==> config.mk <==
export PLATFORM = sky130hd
export DESIGN_NAME = spi_reg_slave
export DESIGN_NICKNAME = d
export VERILOG_FILES = /design/src/rtl/spi_reg_pkg.sv /design/src/rtl/spi_sclk_edges.sv /design/src/rtl/spi_rx_shift.sv /design/src/rtl/spi_tx_shift.sv /design/src/rtl/spi_reg_slave.sv
export SDC_FILE = /design/constraint.sdc
export NUM_CORES = 1
export LEC_CHECK = 0
export BUFFER_PORTS_ARGS = -buffer_cell sky130_fd_sc_hd__clkbuf_2
export CAP_MARGIN = 20
export CORE_MARGIN = 2
export CORE_UTILIZATION = 45
export CTS_CLUSTER_SIZE = 25
export DETAILED_ROUTE_END_ITERATION = 8
export MAX_ROUTING_LAYER = met4
export PLACE_DENSITY = 0.63
export SYNTH_ARGS = -nofsm -noshare
export SYNTH_HDL_FRONTEND = slang
export SYNTH_HIERARCHICAL = 1
export SYNTH_SLANG_ARGS = --single-unit
==> constraint.sdc <==
create_clock -name clk -period 3.8 [get_ports clk]
set_clock_uncertainty 0.2 [all_clocks]
set_input_delay 0.38 -clock clk [delete_from_list [all_inputs] [get_ports clk]]
set_output_delay 0.38 -clock clk [all_outputs]
set_load 0.01 [all_outputs]
==> src/rtl/spi_reg_pkg.sv <==
package spi_reg_pkg;

  typedef enum logic [1:0] {
    PH_CTRL  = 2'd0,
    PH_WDATA = 2'd1,
    PH_RDATA = 2'd2,
    PH_DONE  = 2'd3
  } spi_phase_e;

endpackage

==> src/rtl/spi_sclk_edges.sv <==
module spi_sclk_edges (
  input  logic clk,
  input  logic rst,
  input  logic sclk,
  output logic rise,
  output logic fall
);

  logic sclk_q;

  always_ff @(posedge clk) begin
    if (rst) sclk_q <= 1'b0;
    else     sclk_q <= sclk;
  end

  assign rise = sclk & ~sclk_q;
  assign fall = ~sclk & sclk_q;

endmodule

==> src/rtl/spi_rx_shift.sv <==
module spi_rx_shift #(
  parameter int W = 16
) (
  input  logic         clk,
  input  logic         rst,
  input  logic         clr,
  input  logic         en,
  input  logic         din,
  output logic [W-1:0] q_next
);

  logic [W-2:0] hist;

  assign q_next = {hist, din};

  always_ff @(posedge clk) begin
    if (rst || clr) hist <= '0;
    else if (en)    hist <= q_next[W-2:0];
  end

endmodule

==> src/rtl/spi_tx_shift.sv <==
module spi_tx_shift #(
  parameter int W = 8
) (
  input  logic         clk,
  input  logic         rst,
  input  logic         load,
  input  logic         shift,
  input  logic         lsb_first,
  input  logic [W-1:0] din,
  output logic         dout
);

  logic [W-1:0] ordered;
  logic [W-1:0] sh;

  always_comb begin
    for (int i = 0; i < W; i++) begin
      ordered[i] = lsb_first ? din[W-1-i] : din[i];
    end
  end

  always_ff @(posedge clk) begin
    if (rst) begin
      sh   <= '0;
      dout <= 1'b0;
    end else if (load) begin
      dout <= ordered[W-1];
      sh   <= {ordered[W-2:0], 1'b0};
    end else if (shift) begin
      dout <= sh[W-1];
      sh   <= {sh[W-2:0], 1'b0};
    end
  end

endmodule

==> src/rtl/spi_reg_slave.sv <==
module spi_reg_slave
  import spi_reg_pkg::*;
#(
  parameter int ADDR_W = 14,
  parameter int DATA_W = 8
) (
  input  logic              clk,
  input  logic              rst,
  input  logic              lsb_first,
  input  logic              cs_n,
  input  logic              sclk,
  input  logic              sdi,
  output logic              sdo,
  output logic              sdo_oe,
  output logic [ADDR_W-1:0] reg_addr,
  output logic [DATA_W-1:0] reg_wdata,
  output logic              reg_wr,
  output logic              reg_rd,
  input  logic [DATA_W-1:0] reg_rdata
);

  localparam int CTRL_W = ADDR_W + 2;
  localparam int CNT_W  = $clog2(CTRL_W);
  localparam logic [CNT_W-1:0] CTRL_LAST = CNT_W'(CTRL_W - 1);
  localparam logic [CNT_W-1:0] BYTE_LAST = CNT_W'(DATA_W - 1);

  logic rise, fall;
  logic [CTRL_W-1:0] rx_nx;
  logic [ADDR_W-1:0] addr_field, addr_dec, addr_q;
  logic [DATA_W-1:0] data_raw, data_dec, pf_buf;
  logic [CNT_W-1:0]  cnt;
  logic              burst_q, sent_q, rd_wait;
  logic              tx_load, tx_shift;
  spi_phase_e        phase;

  spi_sclk_edges u_edges (
    .clk  (clk),
    .rst  (rst),
    .sclk (sclk),
    .rise (rise),
    .fall (fall)
  );

  spi_rx_shift #(.W(CTRL_W)) u_rx (
    .clk    (clk),
    .rst    (rst),
    .clr    (cs_n),
    .en     (rise & ~cs_n),
    .din    (sdi),
    .q_next (rx_nx)
  );

  spi_tx_shift #(.W(DATA_W)) u_tx (
    .clk       (clk),
    .rst       (rst),
    .load      (tx_load),
    .shift     (tx_shift),
    .lsb_first (lsb_first),
    .din       (pf_buf),
    .dout      (sdo)
  );

  // Field decode from the shift value including the bit arriving now.
  always_comb begin
    addr_field = rx_nx[CTRL_W-2:1];
    data_raw   = rx_nx[DATA_W-1:0];
    for (int i = 0; i < ADDR_W; i++) begin
      addr_dec[i] = lsb_first ? addr_field[ADDR_W-1-i] : addr_field[i];
    end
    for (int i = 0; i < DATA_W; i++) begin
      data_dec[i] = lsb_first ? data_raw[DATA_W-1-i] : data_raw[i];
    end
  end

  // Transmit control: load a prefetched byte at a byte boundary, else shift.
  always_comb begin
    tx_load  = 1'b0;
    tx_shift = 1'b0;
    if (!cs_n && fall && phase == PH_RDATA) begin
      if (cnt == '0) tx_load  = burst_q || !sent_q;
      else           tx_shift = 1'b1;
    end
  end

  always_ff @(posedge clk) begin
    reg_wr  <= 1'b0;
    reg_rd  <= 1'b0;
    rd_wait <= reg_rd;
    if (rd_wait) pf_buf <= reg_rdata;
    if (rst) begin
      phase     <= PH_CTRL;
      cnt       <= '0;
      burst_q   <= 1'b0;
      sent_q    <= 1'b0;
      addr_q    <= '0;
      reg_addr  <= '0;
      reg_wdata <= '0;
      sdo_oe    <= 1'b0;
      pf_buf    <= '0;
      rd_wait   <= 1'b0;
    end else if (cs_n) begin
      phase   <= PH_CTRL;
      cnt     <= '0;
      burst_q <= 1'b0;
      sent_q  <= 1'b0;
      sdo_oe  <= 1'b0;
    end else begin
      case (phase)
        PH_CTRL: begin
          if (rise) begin
            if (cnt == CTRL_LAST) begin
              cnt     <= '0;
              burst_q <= rx_nx[0];
              addr_q  <= addr_dec;
              if (rx_nx[CTRL_W-1]) begin
                phase    <= PH_RDATA;
                reg_rd   <= 1'b1;
                reg_addr <= addr_dec;
              end else begin
                phase <= PH_WDATA;
              end
            end else begin
              cnt <= cnt + 1'b1;
            end
          end
        end
        PH_WDATA: begin
          if (rise) begin
            if (cnt == BYTE_LAST) begin
              cnt       <= '0;
              reg_wr    <= 1'b1;
              reg_wdata <= data_dec;
              reg_addr  <= addr_q;
              addr_q    <= addr_q + 1'b1;
              if (!burst_q) phase <= PH_DONE;
            end else begin
              cnt <= cnt + 1'b1;
            end
          end
        end
        PH_RDATA: begin
          if (fall) begin
            if (cnt == '0 && !burst_q && sent_q) begin
              sdo_oe <= 1'b0;
              phase  <= PH_DONE;
            end else begin
              cnt <= (cnt == BYTE_LAST) ? '0 : cnt + 1'b1;
              if (cnt == '0) begin
                sdo_oe <= 1'b1;
                sent_q <= 1'b1;
                if (burst_q) begin
                  reg_rd   <= 1'b1;
                  reg_addr <= addr_q + 1'b1;
                  addr_q   <= addr_q + 1'b1;
                end
              end
            end
          end
        end
        default: ;
      endcase
    end
  end

endmodule

# Word-level counts from Yosys, hierarchy flattened
# Cells that the tools add are included.
op_classes:
  addsub: 2
  mul: 0
  n_div: 0
  magnitude_cmp: 0
  n_eq_ne: 15
  shift: 0
  n_mux: 80
  bitwise_logic: 9
  reduce_logical: 24
ops:
  columns: ["cell", "count"]
  rows:
  - ["14-bit 2-to-1 mux", 13]
  - ["14-bit one-hot mux with 3 select lines", 2]
  - ["1-bit 2-to-1 mux", 46]
  - ["4-bit 2-to-1 mux", 6]
  - ["2-bit 2-to-1 mux", 8]
  - ["8-bit 2-to-1 mux", 2]
  - ["2-bit inequality test (second input constant)", 8]
  - ["14-bit by 1-bit adder with 14-bit output (second input constant)", 1]
  - ["4-bit one-hot mux with 3 select lines", 1]
  - ["11-bit AND reduction", 1]
  - ["10-bit AND reduction", 1]
  - ["4-bit AND reduction", 2]
  - ["8-bit AND reduction", 1]
  - ["2-bit by 1-bit inequality test with 1-bit output (second input constant)", 3]
  - ["1-bit NOT", 6]
  - ["2-bit one-hot mux with 3 select lines", 1]
  - ["3-bit AND reduction", 2]
  - ["5-bit AND reduction", 1]
  - ["4-bit by 1-bit adder with 4-bit output (second input constant)", 1]
  - ["4-bit by 3-bit equality test with 1-bit output (second input constant)", 1]
  - ["4-bit equality test (second input constant)", 1]
  - ["1-bit logical AND", 4]
  - ["4-bit zero test", 1]
  - ["2-bit nonzero test", 2]
  - ["other kinds (10)", 15]
word_totals:
  reg_bits: 80
  latch_bits: 0
  ram_bits: 0
  romBits: 0
  inputBits: 14
  output_inout_bits: 26
  wordCells: 146
  mem_count: 0

# Longest topological paths before layout
# Gate-level depths: netlist (run 1).
depth:
  depth_word: 7
  mapped_depth: 11
  mapped_depth_nobuf: 7

# Hierarchy
# Netlist (run 1), hierarchy kept.
by_module_without_submodules:
  columns: ["module", "n_inst", "cells_each", "area_per_inst_um2"]
  rows:
  - ["spi_reg_slave", 1, 429, 3473.3]
  - ["spi_rx_shift", 1, 51, 565.5]
  - ["spi_tx_shift", 1, 38, 404.1]
  - ["spi_sclk_edges", 1, 4, 38.8]

# Worst setup path after synthesis (run 1)
# No wires, ideal clock.
synth_timing:
  path_kind: "flip-flop to flip-flop"
  startpoint: "register phase[0]"
  endpoint: "register reg_addr[10]"
  setup_time_ns: 0.122
  arrival_ns: 2.109
  slack_ns: 1.369
  path_stages_with_launch: 8
  n_path_buf: 1
  cell_sequence: "dfxtp_1 -> inv_1 -> ha_1 -> clkbuf_1 -> o21ba_2 -> a2111oi_4 -> nand3_2 -> o311a_1"
synth_between:
  elab_chain_cells: 3
  word_cells_on_any_way: 15
synth_rtl:
  columns: ["item", "line_no", "text"]
  rows:
  - ["start: declaration", "spi_reg_slave.sv:34", "spi_phase_e phase;"]
  - ["start signal: assignment", "spi_reg_slave.sv:91", "phase <= PH_CTRL;"]
  - ["start signal: assignment", "spi_reg_slave.sv:102", "phase <= PH_CTRL;"]
  - ["start signal: assignment", "spi_reg_slave.sv:116", "phase <= PH_RDATA;"]
  - ["2-bit by 1-bit equality test with 1-bit output (tied with other cells)", "spi_reg_slave.sv:108", "case (phase)"]
  - ["2-bit inequality test (no source line) (tied with other cells)", null, null]
  - ["11-bit AND reduction (no source line)", null, null]
  - ["end signal: assignment", "spi_reg_slave.sv:118", "reg_addr <= addr_dec;"]
  - ["end signal: assignment", "spi_reg_slave.sv:133", "reg_addr <= addr_q;"]
  - ["end signal: assignment", "spi_reg_slave.sv:153", "reg_addr <= addr_q + 1'b1;"]
  - ["end: declaration", "spi_reg_slave.sv:15", "output logic [ADDR_W-1:0] reg_addr,"]
# Several ways; a longest one is shown, not always the timed one.
# A chain may end at the register's enable or synchronous reset.

# Worst setup path after layout (run 1)
layout_timing:
  startpoint: "register phase[1]"
  endpoint: "register reg_addr[12]"
# The elaborated chain is that of the path after synthesis.

==> flow_summary_export.csv, run 1 <==
group,metric,value,unit
grt,grt_pass1_vias,3785,
power,leakagePower,1.69,nW
drt,wl_per_cell,17.4,µm
floorplanning,dieArea,10800,µm²
sta,setup_viol,0,
final_layout,final_common_cell,"dfxtp_1",
clock_tree,cts_tree,"built",
clock_tree,postCtsHoldBufs,0,
logic_synthesis,synthSimpleGateAreaFrac,18.0,%
power,powerDensity,320,nW/µm²
place,dp_slack,0.743,ns
worst_setup_path,slowest_delay,0.67,ns
logic_synthesis,syn_inst,522,
drt,drt-total-wl,11700,µm
logic_synthesis,synth_cell_types,60,
floorplanning,coreArea,9730,µm²
final_layout,regArea,1600,µm²
worst_setup_path,r2r_start,"phase[1]",
worst_setup_path,critPathRequiredTime,3.81,ns
place,port_buffers,39,
sta,period_minus_slack,3.12,ns
drt,dr_wl_met2,5550,µm
sta,slew_headroom,35.5,%
drt,antenna_left,0,
sta,max_slew.worst_pin.slew,0.968,ns
grt,grt_max_degree,35,
grt,antenna_found_initial,0,
clock_tree,post_cts_buffers,0,
drt,wl_met3,452,µm
worst_setup_path,critPathLaunch,"phase[1]",
sta,drv_slew,0,
clock_tree,root_buffer,"clkbuf_8",
clock_tree,cts_buffer_depth,2,
worst_setup_path,rrSetupSlack,0.68,ns
grt,grt_pass1_wl,19300,µm
logic_synthesis,avgSynthCellArea,8.59,µm²
drt,wl_met1,5410,µm
sta,fin_crit_sh,82.1,%
worst_setup_path,rr_endpoint,"reg_addr[12]",
drt,drt-pass1-iter-count,4,
power,p_total,0.00156,W
worst_setup_path,worst_setup_path_start_kind,"flop",
drt,detail_route.vias_per_cell,6.00,
logic_synthesis,yosys.area_share.adder,1.95,%
clock_tree,clkTransAtPathRegs,0.08,ns
final_layout,multi_input_area,2590,µm²
logic_synthesis,synth-async-reset-ratio,0,%
sta,setup_slack,0.678,ns
sta,rsz0062_at_grt,"false",
drt,top_layer_used,"met4",
place,dpl.hpwl,8080,µm
logic_synthesis,ys_ff_latch,80,
drt,drc,0,
min_path,hold_path.class,"in2reg",
final_layout,layout.nets,555,
logic_synthesis,synth_top_family_by_area,"compound AO/OA/AOI/OAI gates",
logic_synthesis,synth_edf_count,0,
final_layout,layout_common_cells,"dfxtp_1 (80), mux2i_1 (69), nor2_1 (59)",
final_layout,fillCellCount,957,
status,status,"complete, no violations",
clock_tree,h-tree-depth,3,
drt,drt_iter0_drc,263,
clock_tree,cts_made_buffers,9,
floorplanning,ios,40,
logic_synthesis,synth_mux_area_share,15.7,%
run,cap_violations,0,
sta,fmax,0.320,GHz
floorplanning,start_util,46.1,%
worst_setup_path,crit_end,"reg_addr[12]",
logic_synthesis,syn_nets,543,
floorplanning,dieHeight,104,µm
worst_setup_path,slowest_stage,"nor3_2",
logic_synthesis,synthFlopType,"dfxtp_1",
sta,final_hold_viol_count,0,
power,ir_worst_vdd,0.163,mV
worst_setup_path,cp_max_fo,19,
floorplanning,rows,36,
logic_synthesis,synth_compound_area_share,21.9,%
worst_setup_path,cp-end-kind,"flop",
clock_tree,cts.sinks,80,
clock_tree,insertion_delay,0.36,ns
logic_synthesis,synth_xor_area_share,0.195,%
worst_setup_path,arrival,3.13,ns
logic_synthesis,ys_warn_count,6,
worst_setup_path,critical_path_class,"reg2reg",
final_layout,syn_to_final_growth,8.93,%
clock_tree,cts_resized,0,
grt,grt_util_all_layers,22.8,%
sta,finalSetupTns,0,ns
logic_synthesis,ys_seq_area_share,35.7,%
logic_synthesis,synth_area,4480,µm²
final_layout,antennaDiodeCount,0,
final_layout,drive_gt1_share,13.7,%
floorplanning,die_w,104,µm
worst_setup_path,cp_cell_sequence,"inv_1, ha_1, o21ba_2, a2111o_1, nor3_2, a311oi_1",
grt,overflow,0,
worst_setup_path,r2r_cells,6,
drt,vias,4030,
place,gpl.final_weighted_congestion,0.879,
-- state kept, by name, indices dropped and copies added, names as in the netlist, 2 cells and up --
name / cells
u_tx/sh: 7
phase: 2
u_rx/hist: 15
reg_addr: 14
addr_q: 14
reg_wdata: 8
cnt: 4
pf_buf: 8
-- critical path: cells and delay by family (launching register included) --
family / cells / cell delay (ns)
compound gates: 3 / 1.15
simple gates: 1 / 0.67
fa+ha+maj: 1 / 0.45
flops: 1 / 0.40
buf+inv: 1 / 0.09
-- worst min-delay path by stage --
stage                      start          end  slack, ns  depth (start not counted)
global placement          sent_q       sent_q       0.24                          2
floorplan                 sent_q       sent_q       0.23                          2
CTS                 reg_rdata[2]    pf_buf[2]       0.05                          3
detailed placement   reg_addr[6]  reg_addr[6]       0.26                          2
finish              reg_rdata[6]    pf_buf[6]       0.06                          3
global route        reg_rdata[7]    pf_buf[7]       0.06                          3
-- layout make-up --
type	instances	area share (%)
clock buffers	14	3.33
clock inverters	2	0.769
inverters	17	1.31
multi-input cells	378	53.0
flip-flops and latches	80	32.8
well taps	133	3.41
repair buffers	48	5.38
-- cells by family (layout without fill, tap and decap cells) --
kind of cell	count (synthesis)	count (layout)
AND/OR/NAND/NOR	161	161
AO/OA/AOI/OAI	139	139
flip-flops	80	80
multiplexers	70	70
buffers and inverters	64	81
adder cells (fa/ha/maj)	7	7
XOR/XNOR	1	1
-- metal layers --
metal / track usage, % / vias up
met5: - / -
met4: 9.75 / 0
met3: 3.21 / 20
met2: 35.8 / 93
met1: 29.5 / 1954
li1: - / 1963
-- Yosys cell counts, types with 9 or more instances --
master | count | area (µm²)
clkbuf_1 | 27 | 101
a21oi_1 | 23 | 115
dfxtp_1 | 80 | 1600
a211oi_1 | 19 | 143
o22ai_1 | 10 | 62.6
buf_2 | 9 | 45.0
nor2_1 | 59 | 221
inv_1 | 17 | 63.8
nand2_1 | 30 | 113
nand3_1 | 16 | 80.1
mux2i_1 | 69 | 691
o21ai_0 | 19 | 95.1
a31oi_1 | 20 | 125
-- report_power, final --
part	internal [W]	leakage, nW	switching (W)
logic	0.0000254	0.945	0.0000483
registers	0.000839	0.644	0.00000115
clock network	0.000341	0.0969	0.000309
-- per-stage QoR --
step	hold WS, ns	util, %	instance area (µm²)	cells
after floorplan	0.232	-	4480	522
after global placement	0.245	48.1	4680	656
after detailed placement	0.256	48.1	4680	656
after CTS	0.0527	50.2	4880	672
after global routing	0.0627	50.2	4880	672
final	0.0595	50.2	4880	672
No activity file was read; power rests on OpenSTA's default activity.
==> inputs of run 2 (changes only) <==
--- a/config.mk
+++ b/config.mk
@@ -5,6 +5,7 @@
 export SDC_FILE = /design/constraint.sdc
 export NUM_CORES = 1
 export LEC_CHECK = 0
+export ABC_AREA = 1
 export BUFFER_PORTS_ARGS = -buffer_cell sky130_fd_sc_hd__clkbuf_2
 export CAP_MARGIN = 20
 export CORE_MARGIN = 2
==> constraint.sdc (replaced) <==
create_clock -name clk -period 2.9 [get_ports clk]
set_clock_uncertainty 0.2 [all_clocks]
set_input_delay 0.29 -clock clk [delete_from_list [all_inputs] [get_ports clk]]
set_output_delay 0.29 -clock clk [all_outputs]
set_load 0.01 [all_outputs]
==> run 2 against run 1 <==
  * Combinational power increased by 90%
  * Final area increased by 3.7%
  * Via count is 12% higher
  * Register-to-register slack worse by 0.12 ns
  * First-iteration DRC count decreased by 5.7%
  * Sequential share of layout area down 1.2 points
  * Total power is 35% higher
  * Sequential power up 32%
  * Clock-buffer cell count decreased by 3
  * Worst setup slack got worse by 0.12 ns
  * Cell count up 32%
  * Global-route usage up 0.61 points
  * Highest routed layer unchanged
==> flow_summary_export.csv, run 2 <==
group,metric,value,unit
sta,drv_slew,0,
logic_synthesis,ys_ff_latch,80,
logic_synthesis,synth_cell_types,41,
drt,drc,0,
power,ir_worst_vdd,0.270,mV
worst_setup_path,critical_path_class,"reg2reg",
place,port_buffers,39,
sta,slew_headroom,63.2,%
logic_synthesis,ys_seq_area_share,35.6,%
floorplanning,dieHeight,104,µm
final_layout,layout.nets,772,
clock_tree,post_cts_buffers,0,
grt,grt_pass1_vias,4165,
logic_synthesis,syn_inst,708,
sta,final_hold_viol_count,0,
grt,grt_max_degree,31,
clock_tree,cts.sinks,80,
worst_setup_path,slowest_delay,0.37,ns
final_layout,layout_common_cells,"nand2_1 (189), nor2_1 (121), inv_1 (93)",
place,dpl.hpwl,8460,µm
final_layout,drive_gt1_share,13.9,%
sta,setup_viol,0,
logic_synthesis,synth_edf_count,0,
final_layout,antennaDiodeCount,0,
floorplanning,dieArea,10800,µm²
min_path,hold_path.class,"in2reg",
logic_synthesis,ys_warn_count,6,
logic_synthesis,synth_common_cells,"nand2_1 (189), nor2_1 (122), inv_1 (93), dfxtp_1 (80), o21ai_0 (37)",
grt,antenna_found_initial,0,
sta,fmax,0.427,GHz
final_layout,design_area,5060,µm²
logic_synthesis,avgSynthCellArea,6.35,µm²
drt,drt_iter0_drc,248,
clock_tree,root_buffer,"clkbuf_8",
logic_synthesis,synthFlopType,"dfxtp_1",
final_layout,reg_top3,"u_rx/hist (15), addr_q (14), reg_addr (14)",
worst_setup_path,worst_setup_path_start_kind,"flop",
floorplanning,ios,40,
logic_synthesis,synth-async-reset-ratio,0,%
final_layout,final_util,52.1,%
clock_tree,cts_made_buffers,9,
floorplanning,start_util,46.2,%
worst_setup_path,cp_cell_sequence,"inv_1, ha_1, a21oi_2, nand2_1, nor2_4, nand2_4, inv_2, nand2_1, nor2_1, nor2_1",
drt,wl_per_cell,13.3,µm
clock_tree,cts_tree,"built",
sta,rsz0062_at_grt,"false",
worst_setup_path,critPathRequiredTime,2.94,ns
sta,fin_crit_sh,80.8,%
worst_setup_path,cp_max_fo,18,
floorplanning,coreArea,9730,µm²
worst_setup_path,slowest_stage,"dfxtp_1",
clock_tree,cts_buffer_depth,2,
worst_setup_path,cp-end-kind,"flop",
clock_tree,h-tree-depth,3,
grt,grt_pass1_wl,20300,µm
worst_setup_path,arrival,2.39,ns
final_layout,largest_register_ffs,15,
logic_synthesis,synth_area,4500,µm²
final_layout,top_register,"u_rx/hist",
sta,period_minus_slack,2.34,ns
final_layout,final_common_cell,"nand2_1",
clock_tree,clkTransAtPathRegs,0.09,ns
power,leakagePower,2.26,nW
clock_tree,insertion_delay,0.34,ns
power,powerDensity,417,nW/µm²
logic_synthesis,yosys.cell_count.top_type,"nand2_1",
sta,finalSetupTns,0,ns
sta,max_slew.worst_pin.slew,0.551,ns
floorplanning,die_w,104,µm
logic_synthesis,yosysTopAreaCellShare,35.6,%
final_layout,syn_to_final_growth,12.6,%
sta,worst_hold_slack,0.0275,ns
drt,vias,4504,
logic_synthesis,synth.top_cells.by_area,"dfxtp_1 (36%), nand2_1 (16%), nor2_1 (10%)",
floorplanning,rows,36,
drt,antenna_left,0,
status,status,"complete, no violations",
place,placed_area,4780,µm²
drt,drt-pass1-iter-count,5,
drt,detail_route.vias_per_cell,5.07,
place,gpl.final_weighted_congestion,0.883,
grt,overflow,0,
logic_synthesis,synth_largest_area_cell,"dfxtp_1",
run,cap_violations,0,
grt,grt_util_all_layers,23.4,%
logic_synthesis,syn_nets,729,
drt,drt-total-wl,11800,µm
[run 2: changes by cell type in the layout (fill, tap and decap cells not counted), moves of 10 or more]
| cell | change |
|---|---|
| a211oi_1 | -19 |
| a31oi_1 | -11 |
| inv_1 | +76 |
| mux2i_1 | -69 |
| nand2_1 | +159 |
| nand2_2 | +10 |
| nand3_1 | +12 |
| nor2_1 | +62 |
| nor2_2 | +15 |
| o21ai_0 | +18 |
| o21ai_1 | +17 |
[run 2: layer usage]
layer | vias up | share of wire, % | GRT usage, %
li1 | 2299 | - | -
met1 | 2079 | 49 | 31.9
met2 | 112 | 46 | 36.9
met3 | 14 | 4.1 | 3.20
met4 | 0 | 1.1 | 5.98
met5 | - | 0 | -
[run 2: through the flow]
stage | std cells | worst slack, ns | power [W]
after floorplan | 708 | 0.831 | 0.00123
after global placement | 865 | 0.674 | 0.00127
after CTS | 889 | 0.591 | 0.00214
after global routing | 889 | 0.331 | 0.00220
final | 889 | 0.557 | 0.00211
after detailed placement | 865 | 0.603 | 0.00127
[run 2: repair_timing]
item	4_1_cts	5_1_grt
hold buffers	8	0
gates resized for setup	0	0
hold endpoints to repair	8	0
setup endpoints to repair	0	0
[run 2: cells by family (layout without fill, tap and decap cells)]
group	count (synthesis)	after routing	share of synthesized area (%)
compound gates	103	103	12.7
xor+xnor	2	2	0.389
fa+ha+maj	7	7	1.95
buf+inv	121	169	11.4
flops	80	80	35.6
simple gates	395	395	37.9
[run 2: path summary, 6_finish.rpt]
check,start,end,slack (ns),depth (start not counted)
worst min-delay path,reg_rdata[1],pf_buf[1],0.03,3
worst min register to register,reg_rd,rd_wait,0.23,2
worst max register to register,phase[0],addr_q[13],0.56,10
worst max-delay path,phase[0],addr_q[13],0.56,10
[run 2: final cells by class]
type,instances,area [µm²]
fillers,1027,4660
repair buffers,55,335
well taps,133,166
inverters,98,370
clock inverters,5,63.8
clock buffers,11,141
multi-input cells,507,2390
flip-flops and latches,80,1600
[run 2: critical path, delay by kind of cell (launching register included)]
family	cells	cell delay (ns)
buf+inv	2	0.35
simple gates	6	0.75
fa+ha+maj	1	0.37
flops	1	0.37
compound gates	1	0.19
[run 2: where the power goes]
part	total, W	internal [W]	switching (W)
clock network	0.000859	0.000430	0.000429
logic	0.000140	0.0000472	0.0000925
registers	0.00111	0.00111	0.00000736
total	0.00211	0.00158	0.000529
==> inputs of run 3 (changes only) <==
--- a/config.mk
+++ b/config.mk
@@ -13,7 +13,7 @@
 export CTS_CLUSTER_SIZE = 25
 export DETAILED_ROUTE_END_ITERATION = 8
 export MAX_ROUTING_LAYER = met4
-export PLACE_DENSITY = 0.63
+export PLACE_DENSITY = 0.65
 export SYNTH_ARGS = -nofsm -noshare
 export SYNTH_HDL_FRONTEND = slang
 export SYNTH_HIERARCHICAL = 1
==> constraint.sdc (replaced) <==
create_clock -name clk -period 2 [get_ports clk]
set_clock_uncertainty 0.2 [all_clocks]
set_input_delay 0.2 -clock clk [delete_from_list [all_inputs] [get_ports clk]]
set_output_delay 0.2 -clock clk [all_outputs]
set_load 0.01 [all_outputs]
==> run 3 against run 2 <==
  * Non-clock buffer count is 34 higher
  * Critical path depth stayed put
  * Total power is 42% higher
  * Fmax is 24% higher
  * Routed wire length is 0.92% lower
  * Sequential share of layout area is 2.1 points lower
  * Sequential cell count stayed put
  * Combinational power is 59% higher
  * Sequential power is 45% higher
  * Core utilization is 3.9 points higher
  * First-iteration DRC count is 6.5% lower
  * Clock power is 36% higher
  * Largest cell class unchanged
==> flow_summary_export.csv, run 3 (synthesized netlist as in run 2, its figures left out) <==
group,metric,value,unit
sta,setup_viol,0,
final_layout,antennaDiodeCount,0,
clock_tree,cts_made_buffers,9,
clock_tree,root_buffer,"clkbuf_8",
status,status,"complete, no violations",
final_layout,top_register,"u_rx/hist",
worst_setup_path,cp-end-kind,"flop",
clock_tree,cts.sinks,80,
drt,drt-total-wl,11700,µm
place,port_buffers,39,
final_layout,largest_register_ffs,15,
clock_tree,insertion_delay,0.37,ns
worst_setup_path,critical_path_class,"reg2reg",
drt,antenna_left,0,
worst_setup_path,r2r_start,"cnt[1]",
grt,gr-usage-met2,36.1,%
worst_setup_path,arrival,1.96,ns
clock_tree,cts_tree,"built",
power,ir_worst_vdd,0.430,mV
power,p_comb_share,7.4,%
grt,grt_util_all_layers,23.0,%
min_path,holdPathStages,4,
worst_setup_path,r2r_cells,10,
clock_tree,h-tree-depth,3,
sta,drv_slew,0,
min_path,hold_path.class,"in2reg",
sta,final_hold_viol_count,0,
final_layout,fillCellCount,995,
run,cap_violations,0,
floorplanning,ios,40,
sta,period_minus_slack,1.89,ns
grt,grt_pass1_vias,4153,
power,p_switching,0.000743,W
place,dpl.hpwl,8480,µm
drt,wl_per_cell,12.7,µm
sta,fmax,0.528,GHz
sta,max_slew.worst_pin.slew,0.531,ns
power,power.internal,0.00226,W
final_layout,syn_to_final_growth,21.1,%
final_layout,layout_common_cells,"nand2_1 (186), nor2_1 (117), inv_1 (89)",
sta,slew_headroom,64.5,%
worst_setup_path,worst_setup_path_start_kind,"flop",
power,pwr-share-clk,39.0,%
grt,grt_max_degree,43,
floorplanning,die_w,104,µm
power,pwr-share-seq,53.6,%
sta,rsz0062_at_grt,"true",
drt,drc,0,
power,leakagePower,2.43,nW
grt,grt_pass1_wl,19600,µm
worst_setup_path,rr_endpoint,"u_tx/sh[6]",
place,gpl.final_weighted_congestion,0.914,
grt,antenna_found_initial,0,
floorplanning,dieArea,10800,µm²
grt,met3_usage,6.33,%
grt,overflow,0,
final_layout,layout.nets,806,
min_path,hp-start,"cs_n",
floorplanning,coreArea,9730,µm²
final_layout,drive_gt1_share,20.4,%
grt,top_usage_layer,"met2",
min_path,hold_end,"u_rx/hist[14]",
final_layout,final_common_cell,"nand2_1",
clock_tree,clkTransAtPathRegs,0.08,ns
clock_tree,cts_buffer_depth,2,
worst_setup_path,critPathRequiredTime,2.06,ns
drt,drt-pass1-iter-count,5,
worst_setup_path,rrSetupSlack,0.11,ns
worst_setup_path,cp_max_fo,7,
power,powerDensity,552,nW/µm²
sta,finalSetupTns,0,ns
final_layout,reg_top3,"u_rx/hist (15), addr_q (14), reg_addr (14)",
floorplanning,rows,36,
final_layout,stdcell_count,922,
power,switching_share,24.7,%
drt,vias,4499,
floorplanning,start_util,46.2,%
sta,fin_crit_sh,94.7,%
place,dp.cells,886,
floorplanning,dieHeight,104,µm
drt,detail_route.vias_per_cell,4.88,
drt,drt_iter0_drc,232,
grt,met1_usage,29.6,%
-- run 3: cell types whose count changed in the layout (fill, tap and decap cells not counted), sizes merged --
cell | before | now
buf | 8 | 38
bufinv | 1 | 0
clkbuf | 50 | 52
clkinvlp | 1 | 2
dlygate4sd3 | 8 | 12
inv | 99 | 96
-- run 3: metrics by stage --
| stage | power (W) | hold WS [ns] | setup WS, ns | instance area (µm²) | util [%] |
|---|---|---|---|---|---|
| after floorplan | 0.00179 | 0.0624 | 0.0285 | 4500 | - |
| after global placement | 0.00184 | 0.215 | 0.0760 | 4980 | 51.2 |
| after detailed placement | 0.00185 | 0.219 | 0.0306 | 4980 | 51.2 |
| after CTS | 0.00304 | 0.157 | 0.00840 | 5290 | 54.4 |
| after global routing | 0.00315 | 0.184 | -0.0470 | 5450 | 56.0 |
| final | 0.00301 | 0.177 | 0.107 | 5450 | 56.0 |
-- run 3: worst max-delay path by stage --
stage          startpoint          to  slack [ns]
2_1_floorplan    phase[0]   u_tx/dout        0.03
3_5_place_dp     phase[0]  u_tx/sh[7]        0.03
3_3_place_gp     phase[0]  u_tx/sh[3]        0.08
5_1_grt            cnt[1]   u_tx/dout       -0.05
6_report           cnt[1]  u_tx/sh[6]        0.11
4_1_cts          phase[0]  u_tx/sh[7]       0.008
-- run 3: final cells by class --
cell class              instances  area (µm²)  share of cell area, %
clock buffers                  13         179                   3.28
clock inverters                 2        12.5                  0.230
inverters                      98         377                   6.91
multi-input cells             507        2470                   45.3
flip-flops and latches         80        1610                   29.5
well taps                     133         166                   3.05
repair buffers                 89         636                   11.7
-- run 3: power groups by stage --
stage               combinational [W]  clock, W  sequential [W]
floorplan                    0.000137         0         0.00165
global placement             0.000193         0         0.00165
detailed placement           0.000197         0         0.00165
CTS                          0.000216   0.00121         0.00161
global route                 0.000249   0.00129         0.00161
finish                       0.000222   0.00117         0.00161
-- run 3: repair_timing --
| action | in CTS | in global routing |
|---|---|---|
| gates resized for setup | 0 | 31 |
| setup endpoints to repair | 0 | 47 |
| hold buffers | 12 | 0 |
| buffers inserted | 0 | 8 |
| endpoints found under the hold margin | 17 | 0 |
-- run 3: worst max-delay path: stages (launching register included) --
cell     delay (ns)
dfxtp_1        0.33
inv_2          0.09
ha_4           0.15
nand2_2        0.08
nor3_2         0.21
inv_1          0.07
nor3_2         0.19
buf_4          0.20
inv_2          0.09
o21ai_1        0.11
a21oi_2        0.07
-- run 3: routing by layer --
layer | vias to the layer above | wire length [µm]
met1 | 2028 | 5630
met5 | - | 0
met3 | 14 | 506
li1 | 2362 | -
met2 | 95 | 5400
met4 | 0 | 150
